`src/rtl/op_exec_pkg.sv`:
```
package op_exec_pkg;
  localparam int INSTR_W   = 16;
  localparam int SEL_W     = 3;
  localparam int IMM_W     = 5;
  localparam int OPC_LO    = 12;
  localparam int DST_LO    = 9;
  localparam int SRC1_LO   = 6;
  localparam int MODE_BIT  = 5;
  localparam int SRC2_LO   = 0;

  localparam logic [3:0] OPC_ADD = 4'b0001;
  localparam logic [3:0] OPC_AND = 4'b0101;
  localparam logic [3:0] OPC_INV = 4'b1001;

  typedef enum logic [1:0] {
    ALU_ADD = 2'd0,
    ALU_AND = 2'd1,
    ALU_INV = 2'd2
  } alu_op_e;

  typedef struct packed {
    logic n;
    logic z;
    logic p;
  } cc_t;

  localparam cc_t CC_RESET = '{n: 1'b0, z: 1'b1, p: 1'b0};
endpackage

```
`src/rtl/op_exec_decode.sv`:
```
module op_exec_decode
  import op_exec_pkg::*;
#(
  parameter int DATA_W = 16
) (
  input  logic [INSTR_W-1:0] instr_i,
  input  logic               exec_i,
  output logic               wr_en_o,
  output alu_op_e            alu_op_o,
  output logic [SEL_W-1:0]   dst_o,
  output logic [SEL_W-1:0]   src1_o,
  output logic [SEL_W-1:0]   src2_o,
  output logic               use_imm_o,
  output logic [DATA_W-1:0]  imm_o
);
  logic [3:0] opc;
  logic       known;

  assign opc    = instr_i[INSTR_W-1:OPC_LO];
  assign dst_o  = instr_i[DST_LO+:SEL_W];
  assign src1_o = instr_i[SRC1_LO+:SEL_W];
  assign src2_o = instr_i[SRC2_LO+:SEL_W];
  assign imm_o  = {{(DATA_W-IMM_W){instr_i[IMM_W-1]}}, instr_i[IMM_W-1:0]};

  always_comb begin
    known     = 1'b1;
    alu_op_o  = ALU_ADD;
    use_imm_o = instr_i[MODE_BIT];
    case (opc)
      OPC_ADD: alu_op_o = ALU_ADD;
      OPC_AND: alu_op_o = ALU_AND;
      OPC_INV: begin
        alu_op_o  = ALU_INV;
        use_imm_o = 1'b0;  // low bits are don't-care for complement
      end
      default: known = 1'b0;
    endcase
  end

  assign wr_en_o = exec_i & known;
endmodule

```
`src/rtl/op_exec_regfile.sv`:
```
module op_exec_regfile #(
  parameter int DATA_W   = 16,
  parameter int SEL_W    = 3,
  parameter int NUM_REGS = 1 << SEL_W
) (
  input  logic              clk_i,
  input  logic              rst_ni,
  input  logic              wr_en_i,
  input  logic [SEL_W-1:0]  wr_addr_i,
  input  logic [DATA_W-1:0] wr_data_i,
  input  logic [SEL_W-1:0]  rd_a_addr_i,
  input  logic [SEL_W-1:0]  rd_b_addr_i,
  input  logic [SEL_W-1:0]  rd_d_addr_i,
  output logic [DATA_W-1:0] rd_a_o,
  output logic [DATA_W-1:0] rd_b_o,
  output logic [DATA_W-1:0] rd_d_o
);
  logic [DATA_W-1:0] regs [NUM_REGS];

  for (genvar g = 0; g < NUM_REGS; g++) begin : g_reg
    logic [DATA_W-1:0] q;
    logic              we;
    assign we = wr_en_i && (wr_addr_i == SEL_W'(g));
    always_ff @(posedge clk_i or negedge rst_ni) begin
      if (!rst_ni)  q <= '0;
      else if (we)  q <= wr_data_i;
    end
    assign regs[g] = q;
  end

  // reads see pre-edge contents; write lands at the edge
  assign rd_a_o = regs[rd_a_addr_i];
  assign rd_b_o = regs[rd_b_addr_i];
  assign rd_d_o = regs[rd_d_addr_i];
endmodule

```
`src/rtl/op_exec_alu.sv`:
```
module op_exec_alu
  import op_exec_pkg::*;
#(
  parameter int DATA_W = 16
) (
  input  logic [DATA_W-1:0] a_i,
  input  logic [DATA_W-1:0] b_i,
  input  alu_op_e           op_i,
  output logic [DATA_W-1:0] res_o,
  output cc_t               cc_o
);
  always_comb begin
    unique case (op_i)
      ALU_ADD: res_o = a_i + b_i;
      ALU_AND: res_o = a_i & b_i;
      ALU_INV: res_o = ~a_i;
      default: res_o = a_i;
    endcase
  end

  assign cc_o.n = res_o[DATA_W-1];
  assign cc_o.z = (res_o == '0);
  assign cc_o.p = ~res_o[DATA_W-1] & (res_o != '0);
endmodule

```
`src/rtl/op_exec_unit.sv`:
```
module op_exec_unit
  import op_exec_pkg::*;
#(
  parameter int DATA_W = 16
) (
  input  logic               clk_i,
  input  logic               rst_ni,
  input  logic               exec_i,
  input  logic [INSTR_W-1:0] instr_i,
  input  logic [SEL_W-1:0]   dbg_sel_i,
  output logic [DATA_W-1:0]  dbg_data_o,
  output logic [2:0]         flags_o
);
  logic              wr_en;
  logic [SEL_W-1:0]  wr_addr;
  logic [DATA_W-1:0] wr_data;
  alu_op_e           alu_op;
  logic [SEL_W-1:0]  src1, src2;
  logic              use_imm;
  logic [DATA_W-1:0] imm;
  logic [DATA_W-1:0] opnd_a, reg_b, opnd_b;
  cc_t               cc_next, cc_q;

  op_exec_decode #(.DATA_W(DATA_W)) u_dec (
    .instr_i   (instr_i),
    .exec_i    (exec_i),
    .wr_en_o   (wr_en),
    .alu_op_o  (alu_op),
    .dst_o     (wr_addr),
    .src1_o    (src1),
    .src2_o    (src2),
    .use_imm_o (use_imm),
    .imm_o     (imm)
  );

  op_exec_regfile #(.DATA_W(DATA_W), .SEL_W(SEL_W)) u_rf (
    .clk_i       (clk_i),
    .rst_ni      (rst_ni),
    .wr_en_i     (wr_en),
    .wr_addr_i   (wr_addr),
    .wr_data_i   (wr_data),
    .rd_a_addr_i (src1),
    .rd_b_addr_i (src2),
    .rd_d_addr_i (dbg_sel_i),
    .rd_a_o      (opnd_a),
    .rd_b_o      (reg_b),
    .rd_d_o      (dbg_data_o)
  );

  assign opnd_b = use_imm ? imm : reg_b;

  op_exec_alu #(.DATA_W(DATA_W)) u_alu (
    .a_i   (opnd_a),
    .b_i   (opnd_b),
    .op_i  (alu_op),
    .res_o (wr_data),
    .cc_o  (cc_next)
  );

  always_ff @(posedge clk_i or negedge rst_ni) begin
    if (!rst_ni)    cc_q <= CC_RESET;
    else if (wr_en) cc_q <= cc_next;
  end

  assign flags_o = {cc_q.n, cc_q.z, cc_q.p};
endmodule

```
`config.mk`:
```
export PLATFORM = sky130hd
export DESIGN_NAME = op_exec_unit
export DESIGN_NICKNAME = d
export VERILOG_FILES = /design/src/rtl/op_exec_pkg.sv /design/src/rtl/op_exec_decode.sv /design/src/rtl/op_exec_regfile.sv /design/src/rtl/op_exec_alu.sv /design/src/rtl/op_exec_unit.sv
export SDC_FILE = /design/constraint.sdc
export NUM_CORES = 1
export LEC_CHECK = 0
export BUFFER_PORTS_ARGS = -buffer_cell sky130_fd_sc_hd__buf_2
export CORE_AREA = 2 2 132 134
export DETAILED_ROUTE_END_ITERATION = 10
export DIE_AREA = 0 0 134 136
export GPL_TIMING_DRIVEN = 0
export PLACE_DENSITY = 0.74
export RECOVER_POWER = 25
export SLEW_MARGIN = 20
export SYNTH_ARGS = -nofsm -noshare
export SYNTH_HDL_FRONTEND = slang
export SYNTH_SLANG_ARGS = --single-unit
```
`constraint.sdc`:
```
create_clock -name clk_i -period 3.3 [get_ports clk_i]
set_clock_uncertainty 0.2 [all_clocks]
set_input_delay 0.495 -clock clk_i [delete_from_list [all_inputs] [get_ports clk_i]]
set_output_delay 0.495 -clock clk_i [all_outputs]
set_load 0.05 [all_outputs]
```
# Word-level counts from Yosys, hierarchy flattened
# Cells that the tools add are included.
# W data, S select, Z words.
[totals]
register_bits = 131
elab_cells = 62
[op_classes]
n_reduce_logical = 13
order_cmp = 3
add_sub_neg = 1
n_eq_ne = 12
muxes = 14
bitwise = 8
[ops]
columns = ["cell", "count"]
rows = [
  ["$bmux W16 S3", 3],
  ["$mux W16", 7],
  ["$pmux W16 S3", 1],
  ["$add A16 B16 Y16", 1],
  ["$and A16 B16 Y16", 1],
  ["$logic_not A16 Y1", 1],
  ["$not A16 Y16", 1],
  ["$reduce_bool A16 Y1", 1],
  ["$eq A3 B3 Y1 const B", 4],
  ["$ge A4 B4 Y1 const B", 3],
  ["$not A3 Y4", 3],
  ["$logic_and A1 B1 Y1", 8],
  ["$eq A3 B2 Y1 const B", 2],
  ["$eq A4 B1 Y1 const B", 1],
  ["$eq A4 B3 Y1 const B", 1],
  ["$eq A4 B4 Y1 const B", 1],
  ["$pmux W2 S2", 1],
  ["$eq A3 B1 Y1 const B", 1],
  ["$logic_not A3 Y1", 1],
  ["$reduce_or A3 Y1", 1],
  ["$and A1 B1 Y1", 2],
  ["$eq A2 B1 Y1 const B", 1],
  ["$eq A2 B2 Y1 const B", 1],
  ["$logic_not A2 Y1", 1],
  ["2 further kinds", 3],
]

# Logic depth before layout (Yosys ltp)
# Gate-level depths: netlist (run 1).
[logic_depth]
word_depth = 9
depth_mapped = 17
depth_no_buf = 16

# Cells and area by module
# A second synthesis (run 1) with hierarchy kept.
[hier_totals]
hier_cells = 691
hier_area_um2 = 9940.8
[modules_own_cells]
columns = ["mod", "area_per_inst_um2", "cells_each", "instances"]
rows = [
  ["op_exec_regfile", 8071.5, 450, 1],
  ["op_exec_alu", 1273.7, 187, 1],
  ["op_exec_unit", 359.1, 24, 1],
  ["op_exec_decode", 236.5, 30, 1],
]

# Least setup slack after synthesis (run 1)
# OpenSTA, ideal clock, no wires.
[synth_path]
path_kind = "input to register"
startpoint = "in instr_i[0]"
endpoint = "reg cc_q, in the netlist flags_o[0]"
cell_stages = 14
required_ps = 2981
setup_ps = 119
path_slack_ps = -1270
arrival_ps = 4251
cell_sequence = "clkbuf_1 buf_1 mux4_2 mux2i_1 a21oi_1 ha_1 and2_1 a311oi_1 a31oi_1 xnor2_1 a221oi_1 and4b_1 nand4_1 o21a_1"
[synth_via]
elab_chain_cells = 9
word_cells_on_any_way = 11
cone_classes = "add/sub: 1; mux: 5; bitwise: 4; reduce/logical: 1"
[synth_lines]
columns = ["item", "line", "text"]
rows = [
  ["from (decl)", "op_exec_unit.sv:9", "input logic [INSTR_W-1:0] instr_i,"],
  ["$not A3 Y4 (not written as such)", "op_exec_regfile.sv:33", "assign rd_b_o = regs[rd_b_addr_i];"],
  ["$bmux W16 S3", "op_exec_regfile.sv:33", ""],
  ["$mux W16 (not written as such) (2 in a row)", "op_exec_regfile.sv:33", ""],
  ["$mux W16 *", "op_exec_unit.sv:50", "assign opnd_b = use_imm ? imm : reg_b;"],
  ["$add A16 B16 Y16 or $and A16 B16 Y16 (tied branches)", "op_exec_alu.sv:14, op_exec_alu.sv:15", ""],
  ["$pmux W16 S3 *", "op_exec_alu.sv:13", "unique case (op_i)"],
  ["$reduce_bool A16 Y1 or $not A1 Y1 (tied branches)", "op_exec_alu.sv:23", "assign cc_o.p = ~res_o[DATA_W-1] & (res_o != '0);"],
  ["$and A1 B1 Y1 *", "op_exec_alu.sv:23", ""],
  ["to (signal assigned)", "op_exec_unit.sv:62", "else if (wr_en) cc_q <= cc_next;"],
  ["to (decl)", "op_exec_unit.sv:22", "cc_t cc_next, cc_q;"],
]
# Mark *: on every way between the ends. The rest lies on a longest branch, timed or not. The select of a mux whose other input is x is not followed.
# A chain may end at the register's enable or synchronous reset.

# Worst setup path in the final report (run 1)
[layout_path]
startpoint = "reg u_rf.g_reg[7].q[2]"
endpoint = "reg cc_q, in the netlist flags_o[0]"
[layout_via]
elab_chain_cells = 8
word_cells_on_any_way = 14
cone_classes = "add/sub: 1; mux: 8; bitwise: 4; reduce/logical: 1"
[layout_lines]
columns = ["item", "line", "text"]
rows = [
  ["from (decl)", "op_exec_regfile.sv:21", "logic [DATA_W-1:0] q;"],
  ["from (signal assigned)", "op_exec_regfile.sv:26", "else if (we) q <= wr_data_i;"],
  ["$bmux W16 S3", "op_exec_regfile.sv:33", ""],
  ["$mux W16 (not written as such) (2 in a row)", "op_exec_regfile.sv:33", ""],
  ["$mux W16", "op_exec_unit.sv:50", ""],
  ["$add A16 B16 Y16 or $and A16 B16 Y16 (tied branches)", "op_exec_alu.sv:14, op_exec_alu.sv:15", ""],
  ["$pmux W16 S3 *", "op_exec_alu.sv:13", ""],
  ["$reduce_bool A16 Y1 or $not A1 Y1 (tied branches)", "op_exec_alu.sv:23", ""],
  ["$and A1 B1 Y1 *", "op_exec_alu.sv:23", ""],
]
# Marks and branches as above.

==> results of run 1 <==
-- cell type report --
class / instances / share of cell area [%]
inverters: 15 / 0.469
repair buffers: 135 / 9.04
clock buffers: 20 / 3.81
flip-flops and latches: 131 / 27.3
multi-input cells: 610 / 52.0
plain buffers: 57 / 4.12
well taps: 225 / 2.35
clock inverters: 12 / 0.938
-- cells in the mapped netlist (3+ instances only) --
cell	instances	area, sq um
sky130_fd_sc_hd__dfrtp_1	130	3250
sky130_fd_sc_hd__nand2_1	84	315
sky130_fd_sc_hd__mux4_2	73	1640
sky130_fd_sc_hd__nor2_1	72	270
sky130_fd_sc_hd__mux2_2	66	743
sky130_fd_sc_hd__a21oi_1	62	310
sky130_fd_sc_hd__o21ai_0	58	290
sky130_fd_sc_hd__mux2i_1	46	460
sky130_fd_sc_hd__clkbuf_1	43	161
sky130_fd_sc_hd__ha_1	16	200
sky130_fd_sc_hd__inv_1	15	56.3
sky130_fd_sc_hd__a22oi_1	10	75.1
sky130_fd_sc_hd__buf_1	8	30.0
sky130_fd_sc_hd__mux4_1	7	184
sky130_fd_sc_hd__nor3_1	7	35.0
sky130_fd_sc_hd__a211oi_1	6	45.0
sky130_fd_sc_hd__and2_1	6	37.5
sky130_fd_sc_hd__and3_1	6	37.5
sky130_fd_sc_hd__buf_6	6	67.6
sky130_fd_sc_hd__nand3_1	6	30.0
sky130_fd_sc_hd__a31oi_1	5	31.3
sky130_fd_sc_hd__nand4_1	5	31.3
sky130_fd_sc_hd__o211ai_1	5	37.5
sky130_fd_sc_hd__a21o_1	4	30.0
sky130_fd_sc_hd__nor3b_1	4	30.0
sky130_fd_sc_hd__xor2_1	4	35.0
sky130_fd_sc_hd__a221oi_1	3	26.3
sky130_fd_sc_hd__a22o_1	3	26.3
sky130_fd_sc_hd__a41oi_1	3	26.3
sky130_fd_sc_hd__nor2b_1	3	18.8
sky130_fd_sc_hd__o21a_1	3	22.5
-- worst max-delay path, delay by kind of cell, from the launching register on --
family          cells  cell delay (ns)
compound gates      6             0.99
fa+ha+maj           1             0.27
buf+inv             1             0.19
flops               1             0.41
mux                 1             0.52
simple gates        4             0.96
-- metrics by stage --
stage / hold WS (ns) / util [%] / TNS (ns) / instance area, sq um / worst slack [ns]
after floorplan: -0.000591 / - / -8.12 / 9300 / -0.417
final: 0.273 / 71.1 / -6.14 / 12000 / -0.341
after detailed placement: 0.202 / 58.2 / -114.12 / 9810 / -1.61
after global placement: 0.256 / 57.7 / -146.31 / 9730 / -1.62
after global routing: 0.301 / 71.1 / -14.93 / 12000 / -0.424
after CTS: 0.268 / 68.9 / -1.53 / 11600 / -0.160
-- state kept, by name (all words and copies together), names as in the netlist --
name	count
u_rf.g.q	128
flags_o	3
-- report_power, final --
group          internal [uW]  switching (uW)
clock network           1140             724
registers               2130             532
logic                   2530            2850
-- layer usage --
| metal | track usage, % | vias up | share of wire, % | wire length, um |
|---|---|---|---|---|
| li1 | - | 3430 | - | - |
| met1 | 48.4 | 4259 | 35 | 11900 |
| met2 | 54.8 | 799 | 45 | 15200 |
| met3 | 11.5 | 199 | 14 | 4620 |
| met4 | 20.3 | 0 | 6.7 | 2290 |
| met5 | 0 | - | 0 | 0 |
-- path summary, 6_finish.rpt --
kind,start,endpoint,slack (ns),cells past startpoint
hold / removal,flags_o[1],flags_o[1],0.27,2
setup reg to reg,u_rf.g_reg[7].q[2],flags_o[0],-0.34,13
setup / recovery,u_rf.g_reg[7].q[2],flags_o[0],-0.34,13
max in group asynchronous,rst_ni,u_rf.g_reg[3].q[14],0.36,2
hold reg to reg,flags_o[1],flags_o[1],0.27,2
min in group asynchronous,rst_ni,u_rf.g_reg[2].q[7],1.15,2
-- cell families (layout without fill, tap and decap cells) --
group           count (synthesis)  in the layout  share of synthesized area, %
compound gates                186            186                          12.8
fa+ha+maj                      17             17                          2.43
simple gates                  209            209                          10.6
flops                         131            131                          36.1
buf+inv                        78            239                          4.08
xor+xnor                        6              6                         0.579
mux                           192            192                          33.4
-- placed cells by master (no fill, tap or decap), types with 6 or more instances in the layout --
cell type and count:
sky130_fd_sc_hd__dfrtp_1 130, sky130_fd_sc_hd__buf_4 93, sky130_fd_sc_hd__nand2_1 78, sky130_fd_sc_hd__mux4_2 76, sky130_fd_sc_hd__nor2_1 65, sky130_fd_sc_hd__mux2_2 51
sky130_fd_sc_hd__a21oi_1 50, sky130_fd_sc_hd__o21ai_0 39, sky130_fd_sc_hd__mux2i_1 34, sky130_fd_sc_hd__clkbuf_1 29, sky130_fd_sc_hd__buf_2 28, sky130_fd_sc_hd__clkbuf_16 19
sky130_fd_sc_hd__buf_6 15, sky130_fd_sc_hd__mux2_4 15, sky130_fd_sc_hd__o21ai_1 14, sky130_fd_sc_hd__inv_1 13, sky130_fd_sc_hd__ha_4 10, sky130_fd_sc_hd__a21oi_2 9
sky130_fd_sc_hd__a22oi_1 9, sky130_fd_sc_hd__clkinv_2 9, sky130_fd_sc_hd__clkbuf_8 7, sky130_fd_sc_hd__mux2i_4 6, sky130_fd_sc_hd__mux2i_2 6, sky130_fd_sc_hd__o21ai_2 6
-- repair_timing --
| item | 4_1_cts | 5_1_grt |
|---|---|---|
| gates cloned | 2 | 1 |
| pin swaps | 52 | 31 |
| endpoints found under the hold margin | 42 | 0 |
| resized for setup | 119 | 57 |
| hold buffers | 1 | 0 |
| endpoints found under the setup margin | 123 | 85 |
| buffers inserted | 84 | 17 |
==> flow_summary.html, run 1 <==
<table>
<tr><th>Metric</th><th>Value</th></tr>
<tr><th colspan="2">Run status</th></tr>
<tr><td>Outcome</td><td>finished, violations left</td></tr>
<tr><td>Failing checks</td><td>capacitance limit, slew limit, setup timing</td></tr>
<tr><th colspan="2">STA</th></tr>
<tr><td>Final number of max-transition violations</td><td>43</td></tr>
<tr><td>Unrepaired setup endpoints after global routing</td><td>true</td></tr>
<tr><td>Tightest Pin Transition</td><td>2.43 ns</td></tr>
<tr><td>Time the final worst path needs with I/O delays and setup</td><td>3.64 ns</td></tr>
<tr><td>Final setup violation count</td><td>51</td></tr>
<tr><td>Achievable frequency</td><td>275 MHz</td></tr>
<tr><td>Final worst setup slack</td><td>-0.341 ns</td></tr>
<tr><td>Period Utilization, post-route</td><td>110%</td></tr>
<tr><td>Worst relative slew slack</td><td>-61.7%</td></tr>
<tr><td>Hold Vio Cnt, Final</td><td>0</td></tr>
<tr><th colspan="2">Clocking</th></tr>
<tr><td>CTS Buffer Depth</td><td>2</td></tr>
<tr><td>CTS Buf Count</td><td>17</td></tr>
<tr><td>Clock slew at reported path FFs</td><td>0.06 ns</td></tr>
<tr><td>Clock net sink count</td><td>131</td></tr>
<tr><td>Number of H-tree branching levels</td><td>4</td></tr>
<tr><td>Root buf cell</td><td>sky130_fd_sc_hd__clkbuf_16</td></tr>
<tr><td>Clock latency at the later pin of the worst-skew pair</td><td>0.44 ns</td></tr>
<tr><td>TritonCTS clock tree</td><td>built</td></tr>
<tr><th colspan="2">Logic synthesis</th></tr>
<tr><td>Synthesized area per cell</td><td>11.1 sq um</td></tr>
<tr><td>Post-synth net total</td><td>858</td></tr>
<tr><td>Sequential share of the synthesized area</td><td>36.1%</td></tr>
<tr><td>Netlist cell types</td><td>67</td></tr>
<tr><td>Number of register bits inferred by synthesis</td><td>131</td></tr>
<tr><td>Dominant synthesized flop cell</td><td>sky130_fd_sc_hd__dfrtp_1</td></tr>
<tr><td>Post-Synthesis Cells</td><td>819</td></tr>
<tr><td>Share of async-settable or async-resettable flops after synthesis</td><td>100%</td></tr>
<tr><td>Total number of yosys warnings</td><td>0</td></tr>
<tr><td>Area of the mapped netlist</td><td>0.00907 sq mm</td></tr>
<tr><td>Number of synthesized flops with an enable pin</td><td>0</td></tr>
<tr><th colspan="2">Placed design</th></tr>
<tr><td>Final RePlAce weighted congestion</td><td>0.937</td></tr>
<tr><td>Number of buffers inserted by port buffering</td><td>30</td></tr>
<tr><td>Sum of net half-perimeters after detailed placement</td><td>20,300 um</td></tr>
<tr><td>Placed Cells</td><td>1,077</td></tr>
<tr><th colspan="2">Route</th></tr>
<tr><td># DRC</td><td>0</td></tr>
<tr><td>Via density per instance</td><td>7.21</td></tr>
<tr><td>Initial detailed-routing violation count</td><td>1,292</td></tr>
<tr><td>Routed vias</td><td>8,687</td></tr>
<tr><td>First-pass iteration count of the detailed router</td><td>8</td></tr>
<tr><td>Total routed wirelength</td><td>33,900 um</td></tr>
<tr><td>Average routed wire per standard cell</td><td>28.2 um</td></tr>
<tr><td>Number of nets with antenna violations after routing</td><td>0</td></tr>
<tr><th colspan="2">Critical path</th></tr>
<tr><td>Crit path capture type</td><td>flip-flop</td></tr>
<tr><td>Peak fanout along the critical path</td><td>5</td></tr>
<tr><td>Startpoint Class</td><td>flip-flop</td></tr>
<tr><td>Cell with the largest stage delay on the worst path</td><td>sky130_fd_sc_hd__mux4_2</td></tr>
<tr><td>Cell chain of the critical path</td><td>mux4_2, o21ai_1, o21ai_2, ha_4, nor2b_2, o211ai_1, buf_4, a21oi_4, o211a_1, nor3_4, and4_1, nand4_1, o21a_1</td></tr>
<tr><td>Arrival time at the worst endpoint</td><td>3.77 ns</td></tr>
<tr><td>Largest stage delay on the critical path</td><td>0.52 ns</td></tr>
<tr><td>Data required time at the worst endpoint</td><td>3.43 ns</td></tr>
<tr><td>Category of the most critical setup path</td><td>flip-flop to flip-flop</td></tr>
<tr><th colspan="2">Final layout</th></tr>
<tr><td># fillers</td><td>1,093</td></tr>
<tr><td>Post-route insts no fill</td><td>1,205</td></tr>
<tr><td>Sequential Area</td><td>0.00328 sq mm</td></tr>
<tr><td>Antenna diodes</td><td>0</td></tr>
<tr><td>Share of post-route cells with drive strength above 1</td><td>45.7%</td></tr>
<tr><td>Growth of design area from synthesis to finish</td><td>32.3%</td></tr>
<tr><td>Total area of multi-input combinational cells</td><td>0.00623 sq mm</td></tr>
<tr><td>Number of nets at the end of the flow</td><td>1,006</td></tr>
<tr><th colspan="2">Floorplan</th></tr>
<tr><td>Die Y</td><td>136 um</td></tr>
<tr><td>Top-level port count</td><td>41</td></tr>
<tr><td>Die footprint</td><td>0.0182 sq mm</td></tr>
<tr><td>Std-Cell Core Area</td><td>0.0169 sq mm</td></tr>
<tr><td>Horizontal extent of the die</td><td>134 um</td></tr>
<tr><td>Initial cell density of the core</td><td>53.8%</td></tr>
<tr><td>Rows</td><td>48</td></tr>
<tr><th colspan="2">GRT</th></tr>
<tr><td>Pin count of the biggest net entering global routing</td><td>90</td></tr>
<tr><td>Number of antenna violations at the first check in global routing</td><td>0</td></tr>
<tr><td>Overall fraction of global-route tracks in use</td><td>36.8%</td></tr>
<tr><td>Wire length of the first global-routing pass</td><td>49,300 um</td></tr>
<tr><td>Remaining global-route overflow</td><td>0</td></tr>
<tr><td>Number of global-route vias before repair</td><td>8,351</td></tr>
<tr><th colspan="2">Pwr</th></tr>
<tr><td>Total power divided by cell area</td><td>825 mW/mm^2</td></tr>
<tr><td>Maximum resistive drop on vdd</td><td>0.485 mV</td></tr>
<tr><td>Static leakage</td><td>0.00516 uW</td></tr>
<tr><td>Post-layout power</td><td>9900 uW</td></tr>
<tr><th colspan="2">Run</th></tr>
<tr><td>Max-capacitance violation count</td><td>1</td></tr>
<tr><th colspan="2">Worst hold path</th></tr>
<tr><td>Type of the worst min-delay path</td><td>flip-flop to flip-flop</td></tr>
</table>
Power figures use the tool's default switching activity.
==> run 2: changes to the inputs <==
- ABC_AREA: not set -> 1
- CORE_AREA: 2 2 132 134 -> 2 2 136 138
- DIE_AREA: 0 0 134 136 -> 0 0 138 140
- TNS_END_PERCENT: not set -> 30
==> run 2 against run 1 <==
  * Power down 24%
  * Final area down 1.6%
  * Highest routed layer is now met5
  * Fmax up 8.4%
  * Non-clock buffer count down 32
  * Die area up 6.0%
  * Setup slack better by 0.28 ns
  * Largest cell class unchanged
  * Critical path type is now input port to flip-flop
  * Routed wire length up 39%
  * Clock power up 2%
  * Critical path depth up 11
  * Synthesized cell count up 84%
  * The run still ends with capacitance limit, slew limit, setup timing left
==> flow_summary.html, run 2 <==
<table>
<tr><th>Metric</th><th>Value</th></tr>
<tr><th colspan="2">Route</th></tr>
<tr><td># DRC</td><td>0 (unchanged)</td></tr>
<tr><td>First-pass iteration count of the detailed router</td><td>6 (-2)</td></tr>
<tr><td>Number of nets with antenna violations after routing</td><td>0 (unchanged)</td></tr>
<tr><td>Total routed wirelength</td><td>47,300 um (+39%)</td></tr>
<tr><td>Average routed wire per standard cell</td><td>25.7 um (-8.6%)</td></tr>
<tr><td>Via density per instance</td><td>6.46 (-10%)</td></tr>
<tr><td>Routed vias</td><td>11,900 (+36%)</td></tr>
<tr><td>Initial detailed-routing violation count</td><td>1,977 (+53%)</td></tr>
<tr><th colspan="2">Run status</th></tr>
<tr><td>Outcome</td><td>finished, violations left</td></tr>
<tr><td>Failing checks</td><td>capacitance limit, slew limit, setup timing</td></tr>
<tr><th colspan="2">Pwr</th></tr>
<tr><td>Maximum resistive drop on vdd</td><td>0.499 mV (+2.9%)</td></tr>
<tr><td>Switching part of the total</td><td>46.4% (+4.9 points)</td></tr>
<tr><td>Internal power summed over all cells</td><td>4030 uW (-30%)</td></tr>
<tr><td>Net switching power</td><td>3490 uW (-15%)</td></tr>
<tr><td>Total power divided by cell area</td><td>637 mW/mm^2 (-23%)</td></tr>
<tr><td>Sequential fraction of design power</td><td>32.7% (+5.8 points)</td></tr>
<tr><td>Combinational group share of total power</td><td>42.1% (-12 points)</td></tr>
<tr><td>Share of power burned in the clock network</td><td>25.2% (+6.4 points)</td></tr>
<tr><td>Static leakage</td><td>0.00553 uW (+7.3%)</td></tr>
<tr><th colspan="2">Clocking</th></tr>
<tr><td>Clock net sink count</td><td>131 (unchanged)</td></tr>
<tr><td>Root buf cell</td><td>sky130_fd_sc_hd__clkbuf_16</td></tr>
<tr><td>CTS Buffer Depth</td><td>2 (unchanged)</td></tr>
<tr><td>Clock slew at reported path FFs</td><td>0.07 ns (about the same)</td></tr>
<tr><td>Number of H-tree branching levels</td><td>4 (unchanged)</td></tr>
<tr><td>TritonCTS clock tree</td><td>built</td></tr>
<tr><td>CTS Buf Count</td><td>17 (unchanged)</td></tr>
<tr><td>Clock latency at the later pin of the worst-skew pair</td><td>0.44 ns (about the same)</td></tr>
<tr><th colspan="2">Critical path</th></tr>
<tr><td>Arrival time at the worst endpoint</td><td>3.49 ns (-0.28 ns)</td></tr>
<tr><td>Data required time at the worst endpoint</td><td>3.43 ns (about the same)</td></tr>
<tr><td>Crit path capture type</td><td>flip-flop</td></tr>
<tr><td>Startpoint Class</td><td>input port</td></tr>
<tr><td>Cell depth of the worst flop-to-flop path</td><td>21 (+8)</td></tr>
<tr><td>Endpoint of the most critical register-to-register path</td><td>flags_o[0]</td></tr>
<tr><td>Cell chain of the critical path</td><td>buf_2, inv_2, buf_6, o211ai_1, nand3_1, nand2_2, inv_1, ha_4, inv_2, fa_2, inv_2, nand3_2, nand3_4, nand2_4, nand2_4, nand2_1, nand3_1, nand3_4, nor2_4, nand3_1, nor2_2, nand2_2, nand2_1, nand2_1</td></tr>
<tr><td>Peak fanout along the critical path</td><td>10 (+5)</td></tr>
<tr><td>Cell with the largest stage delay on the worst path</td><td>sky130_fd_sc_hd__fa_2</td></tr>
<tr><td>Critical path buffers and inverters</td><td>6 (+5)</td></tr>
<tr><td>Largest stage delay on the critical path</td><td>0.36 ns (-0.16 ns)</td></tr>
<tr><td>Top delay family on crit path</td><td>simple AND/OR/NAND/NOR gates</td></tr>
<tr><td>Worst reg2reg path startpoint</td><td>u_rf.g_reg[1].q[8]</td></tr>
<tr><td>Flop2flop setup slack</td><td>-0.04 ns (+0.30 ns)</td></tr>
<tr><td>Category of the most critical setup path</td><td>input port to flip-flop</td></tr>
<tr><th colspan="2">Final layout</th></tr>
<tr><td># fillers</td><td>1,577 (+44%)</td></tr>
<tr><td>Antenna diodes</td><td>0 (unchanged)</td></tr>
<tr><td>Growth of design area from synthesis to finish</td><td>22.1%</td></tr>
<tr><td>Most used cells in the layout excluding fill and tap cells</td><td>359 x sky130_fd_sc_hd__nand2_1, 243 x sky130_fd_sc_hd__o21ai_0, 154 x sky130_fd_sc_hd__inv_1</td></tr>
<tr><td>Number of nets at the end of the flow</td><td>1,633 (+62%)</td></tr>
<tr><td>Most common cell after layout, fill and taps aside</td><td>sky130_fd_sc_hd__nand2_1</td></tr>
<tr><td>Max FFs per register</td><td>128 (unchanged)</td></tr>
<tr><td>Share of post-route cells with drive strength above 1</td><td>17.7% (-28 points)</td></tr>
<tr><td>Register bank with the most flops</td><td>u_rf.g.q</td></tr>
<tr><th colspan="2">Logic synthesis</th></tr>
<tr><td>Netlist cell types</td><td>37 (-45%)</td></tr>
<tr><td>Most numerous cell in the Yosys netlist</td><td>sky130_fd_sc_hd__nand2_1</td></tr>
<tr><td>Synth area leader</td><td>sky130_fd_sc_hd__dfrtp_1</td></tr>
<tr><td>Share of async-settable or async-resettable flops after synthesis</td><td>100% (unchanged)</td></tr>
<tr><td>Post-Synthesis Cells</td><td>1,505 (+84%)</td></tr>
<tr><td>Post-synth net total</td><td>1,544 (+80%)</td></tr>
<tr><td>Dominant cells by area after synthesis</td><td>sky130_fd_sc_hd__dfrtp_1 34%, sky130_fd_sc_hd__nand2_1 15%, sky130_fd_sc_hd__o21ai_0 14%</td></tr>
<tr><td>Dominant synthesized flop cell</td><td>sky130_fd_sc_hd__dfrtp_1</td></tr>
<tr><td>Sequential share of the synthesized area</td><td>33.9% (-2.2 points)</td></tr>
<tr><td>Synthesized area per cell</td><td>6.42 sq um (-42%)</td></tr>
<tr><td>Post-synth top cells</td><td>388 x sky130_fd_sc_hd__nand2_1, 268 x sky130_fd_sc_hd__o21ai_0, 174 x sky130_fd_sc_hd__inv_1</td></tr>
<tr><td>Fraction of post-synthesis cell area in the top cell type by area</td><td>33.7% (-2.2 points)</td></tr>
<tr><td>Number of synthesized flops with an enable pin</td><td>0 (unchanged)</td></tr>
<tr><td>Total number of yosys warnings</td><td>0 (unchanged)</td></tr>
<tr><td>Area of the mapped netlist</td><td>0.00967 sq mm (+6.6%)</td></tr>
<tr><td>Number of register bits inferred by synthesis</td><td>131 (unchanged)</td></tr>
<tr><th colspan="2">Worst hold path</th></tr>
<tr><td>Worst hold endpoint</td><td>flags_o[1]</td></tr>
<tr><td>Worst Min Path Start</td><td>flags_o[1]</td></tr>
<tr><td>Type of the worst min-delay path</td><td>flip-flop to flip-flop</td></tr>
<tr><td>Cell depth of the worst min-delay path</td><td>2 (unchanged)</td></tr>
<tr><th colspan="2">GRT</th></tr>
<tr><td>Number of antenna violations at the first check in global routing</td><td>0 (unchanged)</td></tr>
<tr><td>Pin count of the biggest net entering global routing</td><td>70 (-22%)</td></tr>
<tr><td>Wire length of the first global-routing pass</td><td>68,300 um (+39%)</td></tr>
<tr><td>Remaining global-route overflow</td><td>0 (unchanged)</td></tr>
<tr><td>Overall fraction of global-route tracks in use</td><td>47.5% (+11 points)</td></tr>
<tr><td>Number of global-route vias before repair</td><td>11,100 (+32%)</td></tr>
<tr><th colspan="2">STA</th></tr>
<tr><td>Final number of max-transition violations</td><td>64 (+49%)</td></tr>
<tr><td>Worst-case hold slack</td><td>0.282 ns (+0.00871 ns)</td></tr>
<tr><td>Hold Vio Cnt, Final</td><td>0 (unchanged)</td></tr>
<tr><td>Final worst setup slack</td><td>-0.0599 ns (+0.281 ns)</td></tr>
<tr><td>Period Utilization, post-route</td><td>102% (-8.5 points)</td></tr>
<tr><td>Worst relative slew slack</td><td>-14.6% (+47 points)</td></tr>
<tr><td>Post-Route Setup TNS</td><td>-0.129 ns (+6.01 ns)</td></tr>
<tr><td>Unrepaired setup endpoints after global routing</td><td>true</td></tr>
<tr><td>Time the final worst path needs with I/O delays and setup</td><td>3.36 ns (-0.281 ns)</td></tr>
<tr><td>Tightest Pin Transition</td><td>1.72 ns (-0.708 ns)</td></tr>
<tr><td>Achievable frequency</td><td>298 MHz (+8.4%)</td></tr>
<tr><td>Final setup violation count</td><td>4 (-92%)</td></tr>
<tr><th colspan="2">Placed design</th></tr>
<tr><td>Final RePlAce weighted congestion</td><td>1.11 (+19%)</td></tr>
<tr><td>Worst slack, placed</td><td>-1.59 ns (+0.0132 ns)</td></tr>
<tr><td>Number of buffers inserted by port buffering</td><td>36 (+20%)</td></tr>
<tr><td>Sum of net half-perimeters after detailed placement</td><td>33,200 um (+64%)</td></tr>
<tr><th colspan="2">Floorplan</th></tr>
<tr><td>Rows</td><td>49 (+2.1%)</td></tr>
<tr><td>Die footprint</td><td>0.0193 sq mm (+6.0%)</td></tr>
<tr><td>Die Y</td><td>140 um (+2.9%)</td></tr>
<tr><td>Std-Cell Core Area</td><td>0.0178 sq mm (+5.4%)</td></tr>
<tr><td>Initial cell density of the core</td><td>54.4% (+0.61 points)</td></tr>
<tr><td>Horizontal extent of the die</td><td>138 um (+3.0%)</td></tr>
<tr><td>Top-level port count</td><td>41 (unchanged)</td></tr>
<tr><th colspan="2">Run</th></tr>
<tr><td>Max-capacitance violation count</td><td>1 (unchanged)</td></tr>
</table>
[run 2: through the flow]
| stage | util [%] | area [sq um] | cells | total power (uW) |
|---|---|---|---|---|
| 2_1_floorplan | - | 9730 | 1505 | 3960 |
| 3_3_place_gp | 57.3 | 10200 | 1770 | 4850 |
| 3_5_place_dp | 57.5 | 10200 | 1771 | 4920 |
| 4_1_cts | 63.1 | 11200 | 1816 | 7000 |
| 5_1_grt | 66.4 | 11800 | 1836 | 7810 |
| 6_report | 66.4 | 11800 | 1836 | 7520 |
[run 2: worst max-delay path by stage]
| stage | startpoint | to | slack [ns] | depth (start not counted) |
|---|---|---|---|---|
| after floorplan | instr_i[14] | flags_o[0] | 0.002 | 29 |
| after global placement | instr_i[1] | flags_o[0] | -1.58 | 21 |
| after detailed placement | instr_i[1] | flags_o[0] | -1.59 | 21 |
| after CTS | instr_i[6] | flags_o[0] | -0.03 | 24 |
| after global routing | u_rf.g_reg[1].q[8] | flags_o[0] | -0.18 | 21 |
| final | instr_i[7] | flags_o[0] | -0.06 | 24 |
[run 2: metal layers]
layer | track usage [%] | wire (um) | vias to the layer above | share of wire, %
met4 | 24.0 | 2580 | 2 | 5.5
met5 | 0 | 52 | - | 0.11
met2 | 69.0 | 19600 | 970 | 41
li1 | - | - | 5169 | -
met3 | 18.4 | 7310 | 214 | 15
met1 | 61.7 | 17800 | 5497 | 38
[run 2: cell families (layout without fill, tap and decap cells)]
| logic type | count (synthesis) | in the layout | share of synthesized area (%) |
|---|---|---|---|
| xor+xnor | 1 | 1 | 0.0906 |
| flops | 131 | 131 | 33.9 |
| fa+ha+maj | 17 | 17 | 2.28 |
| simple gates | 595 | 595 | 25.6 |
| compound gates | 490 | 490 | 26.8 |
| buf+inv | 271 | 373 | 11.4 |
[run 2: worst reg2reg max path: cells and delay by family (launching register included)]
kind	cells	cell delay (ns)
AOI/OAI and AO/OA	4	0.64
adders and majority gates	1	0.32
buffers and inverters	1	0.13
DFF	1	0.37
and+or+nand+nor	15	1.57
[run 2: repair_timing]
item	4_1_cts	5_1_grt
resized for setup	96	158
hold endpoints to repair	62	0
endpoints found under the setup margin	124	73
hold buffers	1	0
gates cloned	0	0
pin swaps	10	38
setup buffers	12	21
[run 2: final cells by class]
class | instances | area (sq um) | area share, %
flip-flops and latches | 131 | 3280 | 27.8
clock inverters | 15 | 139 | 1.18
multi-input cells | 1103 | 5860 | 49.6
inverters | 181 | 707 | 5.99
clock buffers | 17 | 425 | 3.60
plain buffers | 89 | 644 | 5.46
well taps | 229 | 287 | 2.43
repair buffers | 71 | 465 | 3.94
[run 2: power groups by stage]
| stage | clock [uW] | sequential, uW | combinational (uW) |
|---|---|---|---|
| 5_1_grt | 1940 | 2490 | 3380 |
| 3_5_place_dp | 0 | 2430 | 2490 |
| 3_3_place_gp | 0 | 2420 | 2440 |
| 2_1_floorplan | 0 | 2290 | 1670 |
| 4_1_cts | 1880 | 2410 | 2720 |
| 6_report | 1900 | 2460 | 3160 |
